### src/rtl/wdog_pkg.sv
package wdog_pkg;

    typedef enum logic [1:0] {
        WD_STANDBY,
        WD_STAGE_ONE,
        WD_STAGE_TWO,
        WD_FIRING
    } wd_state_e;

    typedef struct packed {
        logic dual;
        logic rearm;
        logic irq_en;
        logic ext_en;
        logic ext_hi;
        logic en;
    } wd_mode_t;

    localparam int OFS_MODE  = 'h00;
    localparam int OFS_LEN   = 'h04;
    localparam int OFS_KICK  = 'h08;
    localparam int OFS_SWRST = 'h14;

    localparam logic [7:0]  MODE_KEY  = 8'h22;
    localparam logic [4:0]  LEN_KEY   = 5'h08;
    localparam logic [31:0] KICK_KEY  = 32'h0000_1971;
    localparam logic [31:0] SWRST_KEY = 32'h0000_1209;

    localparam int LEN_LSB = 5;

endpackage

### src/rtl/wdog_regs.sv
module wdog_regs
    import wdog_pkg::*;
#(
    parameter int LEN_W   = 11,
    parameter int LEN_RST = 1984,
    parameter int ADDR_W  = 5
) (
    input  logic              clk,
    input  logic              rst_n,
    input  logic              wr_en,
    input  logic [ADDR_W-1:0] addr,
    input  logic [31:0]       wdata,
    input  logic              clr_en,
    output wd_mode_t          mode_q,
    output logic [LEN_W-1:0]  len_q,
    output logic              kick,
    output logic              swrst,
    output logic [31:0]       rdata
);
    localparam int LEN_MSB = LEN_LSB + LEN_W - 1;

    logic hit_mode, hit_len, hit_kick, hit_swrst;
    logic wr_mode, wr_len;

    assign hit_mode  = (addr == ADDR_W'(OFS_MODE));
    assign hit_len   = (addr == ADDR_W'(OFS_LEN));
    assign hit_kick  = (addr == ADDR_W'(OFS_KICK));
    assign hit_swrst = (addr == ADDR_W'(OFS_SWRST));

    assign wr_mode = wr_en && hit_mode && (wdata[31:24] == MODE_KEY);
    assign wr_len  = wr_en && hit_len  && (wdata[4:0] == LEN_KEY);
    assign kick    = wr_len || (wr_en && hit_kick && (wdata == KICK_KEY));
    assign swrst   = wr_en && hit_swrst && (wdata == SWRST_KEY);

    always_ff @(posedge clk or negedge rst_n) begin
        if (!rst_n) begin
            mode_q <= '0;
            len_q  <= LEN_W'(LEN_RST);
        end else begin
            if (wr_mode) begin
                mode_q.en     <= wdata[0];
                mode_q.ext_hi <= wdata[1];
                mode_q.ext_en <= wdata[2];
                mode_q.irq_en <= wdata[3];
                mode_q.rearm  <= wdata[4];
                mode_q.dual   <= wdata[6];
            end
            // a finished non-rearming reset wins over a concurrent write
            if (clr_en) begin
                mode_q.en <= 1'b0;
            end
            if (wr_len) begin
                len_q <= wdata[LEN_MSB:LEN_LSB];
            end
        end
    end

    always_comb begin
        rdata = '0;
        if (hit_mode) begin
            rdata[0] = mode_q.en;
            rdata[1] = mode_q.ext_hi;
            rdata[2] = mode_q.ext_en;
            rdata[3] = mode_q.irq_en;
            rdata[4] = mode_q.rearm;
            rdata[6] = mode_q.dual;
        end else if (hit_len) begin
            rdata[LEN_MSB:LEN_LSB] = len_q;
        end
    end

endmodule

### src/rtl/wdog_prescale.sv
module wdog_prescale #(
    parameter int UNIT_TICKS = 512
) (
    input  logic clk,
    input  logic rst_n,
    input  logic clear,
    input  logic run,
    input  logic tick,
    output logic unit
);
    localparam int PW = (UNIT_TICKS > 1) ? $clog2(UNIT_TICKS) : 1;
    localparam logic [PW-1:0] LAST = PW'(UNIT_TICKS - 1);

    logic [PW-1:0] pre;

    assign unit = run && tick && (pre == LAST);

    always_ff @(posedge clk or negedge rst_n) begin
        if (!rst_n) begin
            pre <= '0;
        end else if (clear) begin
            pre <= '0;
        end else if (run && tick) begin
            pre <= unit ? '0 : pre + 1'b1;
        end
    end

endmodule

### src/rtl/wdog_fsm.sv
module wdog_fsm
    import wdog_pkg::*;
#(
    parameter int LEN_W = 11,
    parameter int PULSE = 16
) (
    input  logic             clk,
    input  logic             rst_n,
    input  logic             en,
    input  logic             two_stage,
    input  logic             rearm,
    input  logic             kick,
    input  logic             swrst,
    input  logic [LEN_W-1:0] len,
    input  logic             unit,
    output wd_state_e        state,
    output logic             load,
    output logic             run,
    output logic             clr_en
);
    localparam int PCW = $clog2(PULSE + 1);
    localparam logic [PCW-1:0] PLAST = PCW'(PULSE - 1);

    wd_state_e        nxt;
    logic [LEN_W-1:0] cnt;
    logic [PCW-1:0]   pcnt;
    logic             expire, pulse_done;

    assign expire     = unit && (cnt <= LEN_W'(1));
    assign pulse_done = (pcnt == PLAST);

    always_ff @(posedge clk or negedge rst_n) begin
        if (!rst_n) state <= WD_STANDBY;
        else        state <= nxt;
    end

    always_comb begin
        nxt = state;
        unique case (state)
            WD_STANDBY: begin
                if (swrst)   nxt = WD_FIRING;
                else if (en) nxt = WD_STAGE_ONE;
            end
            WD_STAGE_ONE: begin
                if (swrst)       nxt = WD_FIRING;
                else if (!en)    nxt = WD_STANDBY;
                else if (kick)   nxt = WD_STAGE_ONE;
                else if (expire) nxt = two_stage ? WD_STAGE_TWO : WD_FIRING;
            end
            WD_STAGE_TWO: begin
                if (swrst)       nxt = WD_FIRING;
                else if (!en)    nxt = WD_STANDBY;
                else if (kick)   nxt = WD_STAGE_ONE;
                else if (expire) nxt = WD_FIRING;
            end
            WD_FIRING: begin
                if (pulse_done) nxt = (en && rearm) ? WD_STAGE_ONE : WD_STANDBY;
            end
            default: nxt = WD_STANDBY;
        endcase
    end

    always_comb begin
        run    = (state == WD_STAGE_ONE) || (state == WD_STAGE_TWO);
        load   = ((nxt == WD_STAGE_ONE) || (nxt == WD_STAGE_TWO)) &&
                 ((nxt != state) || kick);
        clr_en = (state == WD_FIRING) && pulse_done && !rearm;
    end

    always_ff @(posedge clk or negedge rst_n) begin
        if (!rst_n) begin
            cnt  <= '0;
            pcnt <= '0;
        end else begin
            if (load)                        cnt <= len;
            else if (unit && cnt != '0)      cnt <= cnt - 1'b1;
            if (state != WD_FIRING)          pcnt <= '0;
            else if (!pulse_done)            pcnt <= pcnt + 1'b1;
        end
    end

endmodule

### src/rtl/wdog_keyed.sv
module wdog_keyed
    import wdog_pkg::*;
#(
    parameter int UNIT_TICKS = 512,
    parameter int LEN_W      = 11,
    parameter int LEN_RST    = 1984,
    parameter int PULSE      = 16,
    parameter int ADDR_W     = 5
) (
    input  logic              clk,
    input  logic              rst_n,
    input  logic              tick,
    input  logic              wr_en,
    input  logic [ADDR_W-1:0] addr,
    input  logic [31:0]       wdata,
    output logic [31:0]       rdata,
    output logic              irq,
    output logic              sys_rst,
    output logic              ext_rst,
    output logic              ext_rst_oe
);
    wd_mode_t         mode_q;
    logic [LEN_W-1:0] len_q;
    logic             kick, swrst, clr_en, load, run, unit;
    logic             cfg_en;
    wd_state_e        state;

    wdog_regs #(.LEN_W(LEN_W), .LEN_RST(LEN_RST), .ADDR_W(ADDR_W)) u_regs (
        .clk    (clk),
        .rst_n  (rst_n),
        .wr_en  (wr_en),
        .addr   (addr),
        .wdata  (wdata),
        .clr_en (clr_en),
        .mode_q (mode_q),
        .len_q  (len_q),
        .kick   (kick),
        .swrst  (swrst),
        .rdata  (rdata)
    );

    wdog_prescale #(.UNIT_TICKS(UNIT_TICKS)) u_pre (
        .clk   (clk),
        .rst_n (rst_n),
        .clear (load),
        .run   (run),
        .tick  (tick),
        .unit  (unit)
    );

    wdog_fsm #(.LEN_W(LEN_W), .PULSE(PULSE)) u_fsm (
        .clk       (clk),
        .rst_n     (rst_n),
        .en        (mode_q.en),
        .two_stage (mode_q.dual && mode_q.irq_en),
        .rearm     (mode_q.rearm),
        .kick      (kick),
        .swrst     (swrst),
        .len       (len_q),
        .unit      (unit),
        .state     (state),
        .load      (load),
        .run       (run),
        .clr_en    (clr_en)
    );

    assign cfg_en     = mode_q.en;
    assign irq        = (state == WD_STAGE_TWO) && mode_q.en;
    assign sys_rst    = (state == WD_FIRING);
    assign ext_rst_oe = mode_q.ext_en;
    assign ext_rst    = mode_q.ext_hi ? sys_rst : ~sys_rst;

endmodule

### config.mk
export PLATFORM = sky130hd
export DESIGN_NAME = wdog_keyed
export DESIGN_NICKNAME = d
export VERILOG_FILES = /design/src/rtl/wdog_pkg.sv /design/src/rtl/wdog_regs.sv /design/src/rtl/wdog_prescale.sv /design/src/rtl/wdog_fsm.sv /design/src/rtl/wdog_keyed.sv
export SDC_FILE = /design/constraint.sdc
export NUM_CORES = 1
export LEC_CHECK = 0
export BUFFER_PORTS_ARGS = -buffer_cell sky130_fd_sc_hd__buf_2
export CAP_MARGIN = 20
export CORE_MARGIN = 2
export CORE_UTILIZATION = 40
export DETAILED_ROUTE_END_ITERATION = 10
export SYNTH_ARGS = -nofsm -noshare
export SYNTH_HDL_FRONTEND = slang
export SYNTH_HIERARCHICAL = 1
export SYNTH_SLANG_ARGS = --single-unit
### constraint.sdc
create_clock -name clk -period 3.73 [get_ports clk]
set_clock_uncertainty 0.1 [all_clocks]
set_input_delay 0.373 -clock clk [delete_from_list [all_inputs] [get_ports clk]]
set_output_delay 0.373 -clock clk [all_outputs]
set_load 0.05 [all_outputs]
==> results of run 1 <==
## path summary, 6_finish.rpt
path | startpoint | endpoint | slack, ps | cells past startpoint
setup / recovery | u_fsm/state[0]$_DFF_PN0_ | u_fsm/cnt[0]$_DFFE_PN0P_ | 470 | 11
min in group asynchronous | rst_n | u_regs/len_q[0]$_DFFE_PN0P_ | 320 | 2
hold reg to reg | u_pre/pre[8]$_DFFE_PN0P_ | u_pre/pre[8]$_DFFE_PN0P_ | 440 | 2
hold / removal | wdata[7] | u_regs/len_q[2]$_DFFE_PN0P_ | 210 | 2
setup reg to reg | u_fsm/state[0]$_DFF_PN0_ | u_fsm/cnt[0]$_DFFE_PN0P_ | 470 | 11
max in group asynchronous | rst_n | u_regs/len_q[6]$_DFFE_PN1P_ | 2700 | 3
## repair_timing
action	in CTS	in global routing
resized for setup	0	0
hold endpoints to repair	0	5
hold buffers	0	1
## flip-flops by register name (all words and copies together), names as in the netlist
register	count
u_regs/len_q	11
u_fsm/pcnt	5
u_regs/mode_q	6
u_fsm/cnt	11
u_pre/pre	9
u_fsm/state	2
## per-stage QoR
stage               std cells  power, uW  area (um^2)  setup WS [ps]
finish                    459       1330         3450            471
global route              459       1400         3450            233
CTS                       457       1340         3420            454
detailed placement        449       1030         3340            142
global placement          449       1020         3340            263
floorplan                 307        915         3030           72.3
## logic make-up (layout without fill, tap and decap cells)
| kind of cell | count (synthesis) | in the layout | share of synthesized area |
|---|---|---|---|
| AO/OA/AOI/OAI | 35 | 35 | 0.0787 |
| XOR/XNOR | 12 | 12 | 0.0379 |
| adder cells (fa/ha/maj) | 11 | 11 | 0.0463 |
| buffers and inverters | 31 | 84 | 0.0669 |
| flip-flops | 44 | 44 | 0.372 |
| multiplexers | 31 | 31 | 0.127 |
| other | 1 | 16 | 0.00126 |
| AND/OR/NAND/NOR | 127 | 127 | 0.270 |
## Yosys cell counts (all sizes together) (2+ instances only)
cell and count:
buf 20, dfstp 5, nor3b 3, and3 3, a21oi 9, mux2i 5
or2 2, nand3b 3, nand2b 6, nand3 6, nand4 4, nand2 24
dfrtp 39, ha 11, o211ai 2, nand4b 6, mux2 26, nor2b 5
a31oi 3, or4 4, nor3 3, xor2 4, or3b 2, nor4 8
clkbuf 2, or3 3, inv 9, xnor2 8, o21ai 11, o311ai 2
nor4b 3, nor2 19, and2 21
## layer usage
metal | vias up | global-route usage | share of wire | wire, um
li1 | 1137 | - | - | -
met1 | 1134 | 0.238 | 0.47 | 3250
met2 | 53 | 0.276 | 0.49 | 3330
met3 | 4 | 0.0277 | 0.030 | 206
met4 | 0 | 0.0462 | 0.0085 | 58
met5 | - | 0 | 0 | 0
## power by group
part	switching, uW	internal [uW]
sequential	52.2	515
clock	172	131
combinational	264	196
total	488	842
## cell type report
cell class	instances	area (um^2)
clock buffer	6	72.6
clock inverter	2	12.5
fill	718	3760
inverter	9	33.8
multi-input combinational	232	1720
sequential	44	1110
tap	99	124
timing repair buffer	67	380
==> results by group, run 1 <==
Clocking
  – Clock sinks: 44
  – TritonCTS Buffers: 5
  – Worst-path clk slew: 90 ps
  – CTS tree: done
  – Worst skew pair latency: 300 ps
  – Clock buffer depth: 2
  – H-tree levels: 2
  – CTS root buf: clkbuf_8
  – Post-CTS Setup Inserts: 0

Logic synthesis
  – Sequential-to-total area share from yosys stat: 0.372
  – FF+latch count, synth: 44
  – Synth warnings: 6
  – Post-Syn Area per Cell: 10.2 um^2
  – Top cells by area, synth: dfrtp_1 33%, mux2_2 6.1%, ha_1 4.6%
  – Predominant post-synthesis flop cell: dfrtp_1
  – Post-synth top area share: 0.328
  – Post-synth EDFFs: 0
  – Cells after synthesis: 292
  – Mapped Area: 0.00297 mm^2
  – Post-synth ARST share: 1.00
  – Synth unique cells: 59
  – Biggest area consumer among synthesized cells: dfrtp_1

GRT
  – Initial antenna violation count: 0
  – Vias in the first global route: 2231
  – GRT Residual Overflow: 0
  – First-pass GRT wire length: 11100 um
  – Global Route Usage Sum: 0.171
  – Largest net degree at the start of global routing: 45

STA
  – Fin crit share: 0.874
  – RSZ-0062 raised after global routing: false
  – Fin crit period: 3260 ps
  – Hold Fails Final Rpt: 0
  – Worst hold margin: 213 ps
  – Relative slew slack: 0.651
  – Worst-Margin Slew: 520 ps
  – Setup TNS: 0 ps
  – Setup violators final: 0
  – F_max: 0.307 GHz
  – Slew Viols, Final: 0

Route
  – Routed vias: 2328
  – Drt pass-1 iters: 4
  – Vias per cell: 5.07
  – WL final: 6850 um
  – Starting DRT DRC Count: 68
  – # DRC: 0
  – Average wire per standard cell: 14.9 um
  – Post-detailed-route count of antenna-violating nets: 0

Critical path
  – Worst setup EP type: flop
  – CP Launch Type: flop
  – Crit Path Class: flop to flop
  – Worst path slowest cell: dfrtp_1
  – Crit-path cells: inv_1 > ha_1 > and3_1 > nor2b_1 > o2111ai_1 > mux2i_1 > o21a_2 > xnor2_1 > a21boi_4 > buf_12 > mux2_1
  – Bufs and invs on worst path: 2
  – Critical Path AT: 3350 ps
  – Critical Path RT: 3820 ps
  – Family with the most delay on the worst path: compound AO/OA/AOI/OAI gates
  – CP max FO: 20
  – Slowest stage delay, CP: 500 ps

Pwr
  – Pwr/cell area: 385 mW/mm^2
  – Lkg Pwr: 0.00167 uW
  – Worst vdd ir: 0.194 mV

Final layout
  – Area delta synth->final: 16.2%
  – Fin util: 0.479
  – Commonest cells after routing, fill and taps aside: 60 x buf_2, 39 x dfrtp_1, 24 x nand2_1, 20 x and2_1, 19 x nor2_1
  – Diodes inserted: 0
  – Share of cells above drive strength 1: 0.328
  – Layout Nets: 411
  – Most common cell after layout, fill and taps aside: buf_2

Worst hold path
  – Hold Path Class: input port to flop

Place
  – Port Buffers: 60
  – GPL Wtd Cong: 0.821
  – Post-detail-place hpwl: 5150 um

Die
  – Row count: 31
  – Die area: 0.00814 mm^2
  – Core area: 0.00721 mm^2
  – Chip height: 90.2 um
  – Die Width: 90.2 um
  – Starting Density: 0.412
  – IO Pins: 77

Outcome
  – Status: finished clean

Flow run
  – Max cap viols: 0
Note: power is estimated with default switching activity, not from simulation.
==> run 2, diff against run 1 <==
RECOVER_POWER = 50   (was default)
==> run 2 against run 1 <==
  * The run now ends with max-capacitance violations, max-slew violations left
  * Register-to-register slack about the same
  * Largest cell class unchanged
  * Flip-flop and latch count unchanged
  * Clock power about the same
  * Via count up 0.34%
  * Final cell count unchanged
  * Sequential power about the same
  * Final area down 0.87%
  * Critical path depth unchanged
  * Core utilization down 0.42 points
  * Power down 0.23%
  * Combinational power down 0.9%
==> results by group, run 2 (synthesis gave the netlist of run 1 again) <==
Critical path
  – Reg2Reg Depth: 11 (unchanged)
  – FF-to-FF End: u_fsm/cnt[0]$_DFFE_PN0P_
  – CP max FO: 20 (unchanged)
  – Worst Setup SP: u_fsm/state[0]$_DFF_PN0_
  – Worst setup EP type: flop
  – Crit Path Class: flop to flop
  – Worst path slowest cell: dfrtp_1
  – CP Launch Type: flop
  – Crit-path cells: inv_1 > ha_1 > and3_1 > nor2b_1 > o2111ai_1 > mux2i_1 > o21a_2 > xnor2_1 > a21boi_4 > buf_12 > mux2_1
  – Reg-to-Reg Start: u_fsm/state[0]$_DFF_PN0_
  – Reg2Reg Setup Slack: 480 ps (about the same)
  – Critical Path RT: 3820 ps (about the same)
  – Critical path depth in cells: 11 (unchanged)
  – Critical Path AT: 3350 ps (about the same)
  – Family with the most delay on the worst path: compound AO/OA/AOI/OAI gates
  – Slowest stage delay, CP: 500 ps (about the same)
  – Bufs and invs on worst path: 2 (unchanged)

STA
  – Slew Viols, Final: 40 (+40)
  – F_max: 0.307 GHz (+0.13%)
  – Setup violators final: 0 (unchanged)
  – Fin crit period: 3250 ps (-4.15 ps)
  – Relative slew slack: -0.467 (-1.12)
  – Worst hold margin: 214 ps (+1.49 ps)
  – Worst-Margin Slew: 2200 ps (+1680 ps)
  – RSZ-0062 raised after global routing: false
  – Setup TNS: 0 ps (unchanged)
  – Fin crit share: 0.872 (-0.00111)
  – Hold Fails Final Rpt: 0 (unchanged)

Route
  – Post-detailed-route count of antenna-violating nets: 0 (unchanged)
  – WL final: 6860 um (+0.19%)
  – Drt pass-1 iters: 4 (unchanged)
  – Average wire per standard cell: 14.9 um (+0.19%)
  – Vias per cell: 5.09 (+0.34%)
  – # DRC: 0 (unchanged)
  – Starting DRT DRC Count: 58 (-15%)
  – Routed vias: 2336 (+0.34%)

Clocking
  – Worst-path clk slew: 90 ps (about the same)
  – Clock buffer depth: 2 (unchanged)
  – CTS tree: done
  – Worst skew pair latency: 300 ps (about the same)
  – TritonCTS Buffers: 5 (unchanged)
  – CTS root buf: clkbuf_8
  – H-tree levels: 2 (unchanged)
  – Post-CTS Setup Inserts: 0 (unchanged)
  – Clock sinks: 44 (unchanged)

Final layout
  – Layout Nets: 411 (unchanged)
  – Fin util: 0.475 (-0.00416)
  – Most common cell after layout, fill and taps aside: buf_2
  – Biggest regs: u_fsm/cnt (11), u_regs/len_q (11), u_pre/pre (9)
  – Share of cells above drive strength 1: 0.311 (-0.0167)
  – Area delta synth->final: 15.1%
  – Diodes inserted: 0 (unchanged)
  – Commonest cells after routing, fill and taps aside: 57 x buf_2, 39 x dfrtp_1, 24 x nand2_1, 20 x and2_1, 19 x nor2_1
  – Final Instance Area: 0.00342 mm^2 (-0.87%)

GRT
  – Vias in the first global route: 2231 (unchanged)
  – Met1 usage: 0.238 (unchanged)
  – M2 GR Usage: 0.276 (unchanged)
  – Initial antenna violation count: 0 (unchanged)
  – GRT Max-Usage Layer: met2
  – GRT Residual Overflow: 0 (unchanged)
  – Global Route Usage Sum: 0.171 (unchanged)
  – GR Layer Usage met3: 0.0277 (unchanged)
  – Largest net degree at the start of global routing: 45 (unchanged)
  – First-pass GRT wire length: 11100 um (unchanged)

Place
  – GPL Wtd Cong: 0.821 (unchanged)
  – Port Buffers: 60 (unchanged)
  – Post-detail-place hpwl: 5150 um (unchanged)
  – Dpl cell area: 0.00334 mm^2 (unchanged)

Die
  – Row count: 31 (unchanged)
  – Die Width: 90.2 um (unchanged)
  – IO Pins: 77 (unchanged)
  – Chip height: 90.2 um (unchanged)
  – Die area: 0.00814 mm^2 (unchanged)
  – Core area: 0.00721 mm^2 (unchanged)
  – Starting Density: 0.412 (unchanged)

Pwr
  – Pwr/cell area: 388 mW/mm^2 (+0.64%)
  – Worst vdd ir: 0.194 mV (about the same)
  – Lkg Pwr: 0.00165 uW (-1.3%)
  – Overall Power: 1330 uW (-0.23%)

Outcome
  – Violated checks: max-capacitance violations, max-slew violations
  – Status: finished with violations

Worst hold path
  – Hold endpoint: u_regs/len_q[2]$_DFFE_PN0P_
  – Worst hold path cell count: 2 (unchanged)
  – Hold Startpoint: wdata[7]
  – Hold Path Class: input port to flop

Flow run
  – Max cap viols: 1 (+1)
## run 2: metrics by stage
| stage | setup slack, ps | instances |
|---|---|---|
| after floorplan | 72.3 | 307 |
| after CTS | 454 | 457 |
| after global routing | 233 | 459 |
| after global placement | 263 | 449 |
| final | 476 | 459 |
| after detailed placement | 142 | 449 |
## run 2: worst max-delay path by stage
stage	end	slack, ps
5_1_grt	u_pre/pre[5]$_DFFE_PN0P_	230
3_5_place_dp	u_pre/pre[5]$_DFFE_PN0P_	140
4_1_cts	u_fsm/cnt[0]$_DFFE_PN0P_	450
6_report	u_fsm/cnt[0]$_DFFE_PN0P_	480
3_3_place_gp	u_pre/pre[5]$_DFFE_PN0P_	260
2_1_floorplan	u_pre/pre[5]$_DFFE_PN0P_	70
## run 2: what timing repair did
action,CTS,global route
hold buffers,0,1
resized for setup,0,0
hold endpoints to repair,0,5
## run 2: cell type report
cell class | count | area (um^2)
Fill cell | 724 | 3790
Multi-Input combinational cell | 232 | 1720
Sequential cell | 44 | 1110
Timing Repair Buffer | 67 | 357
Tap cell | 99 | 124
Clock buffer | 6 | 72.6
Inverter | 9 | 33.8
Clock inverter | 2 | 12.5
## run 2: where the power goes
| part | total (uW) | internal, uW | switching, uW |
|---|---|---|---|
| logic | 456 | 193 | 262 |
| registers | 568 | 515 | 52.5 |
| clock network | 303 | 131 | 172 |
| total | 1330 | 840 | 487 |
## run 2: worst register-to-register path: cells and delay by family, from the launching register on
| kind | cells | cell delay, ps |
|---|---|---|
| fa+ha+maj | 1 | 460 |
| flops | 1 | 500 |
| simple gates | 2 | 500 |
| xor+xnor | 1 | 140 |
| compound gates | 3 | 610 |
| mux | 2 | 500 |
| buf+inv | 2 | 340 |
## run 2: layer usage
metal  wire [um]  vias to the layer above
met5           0                        -
met4          56                        0
met3         214                        4
met2        3330                       54
met1        3260                     1139
li1            -                     1139
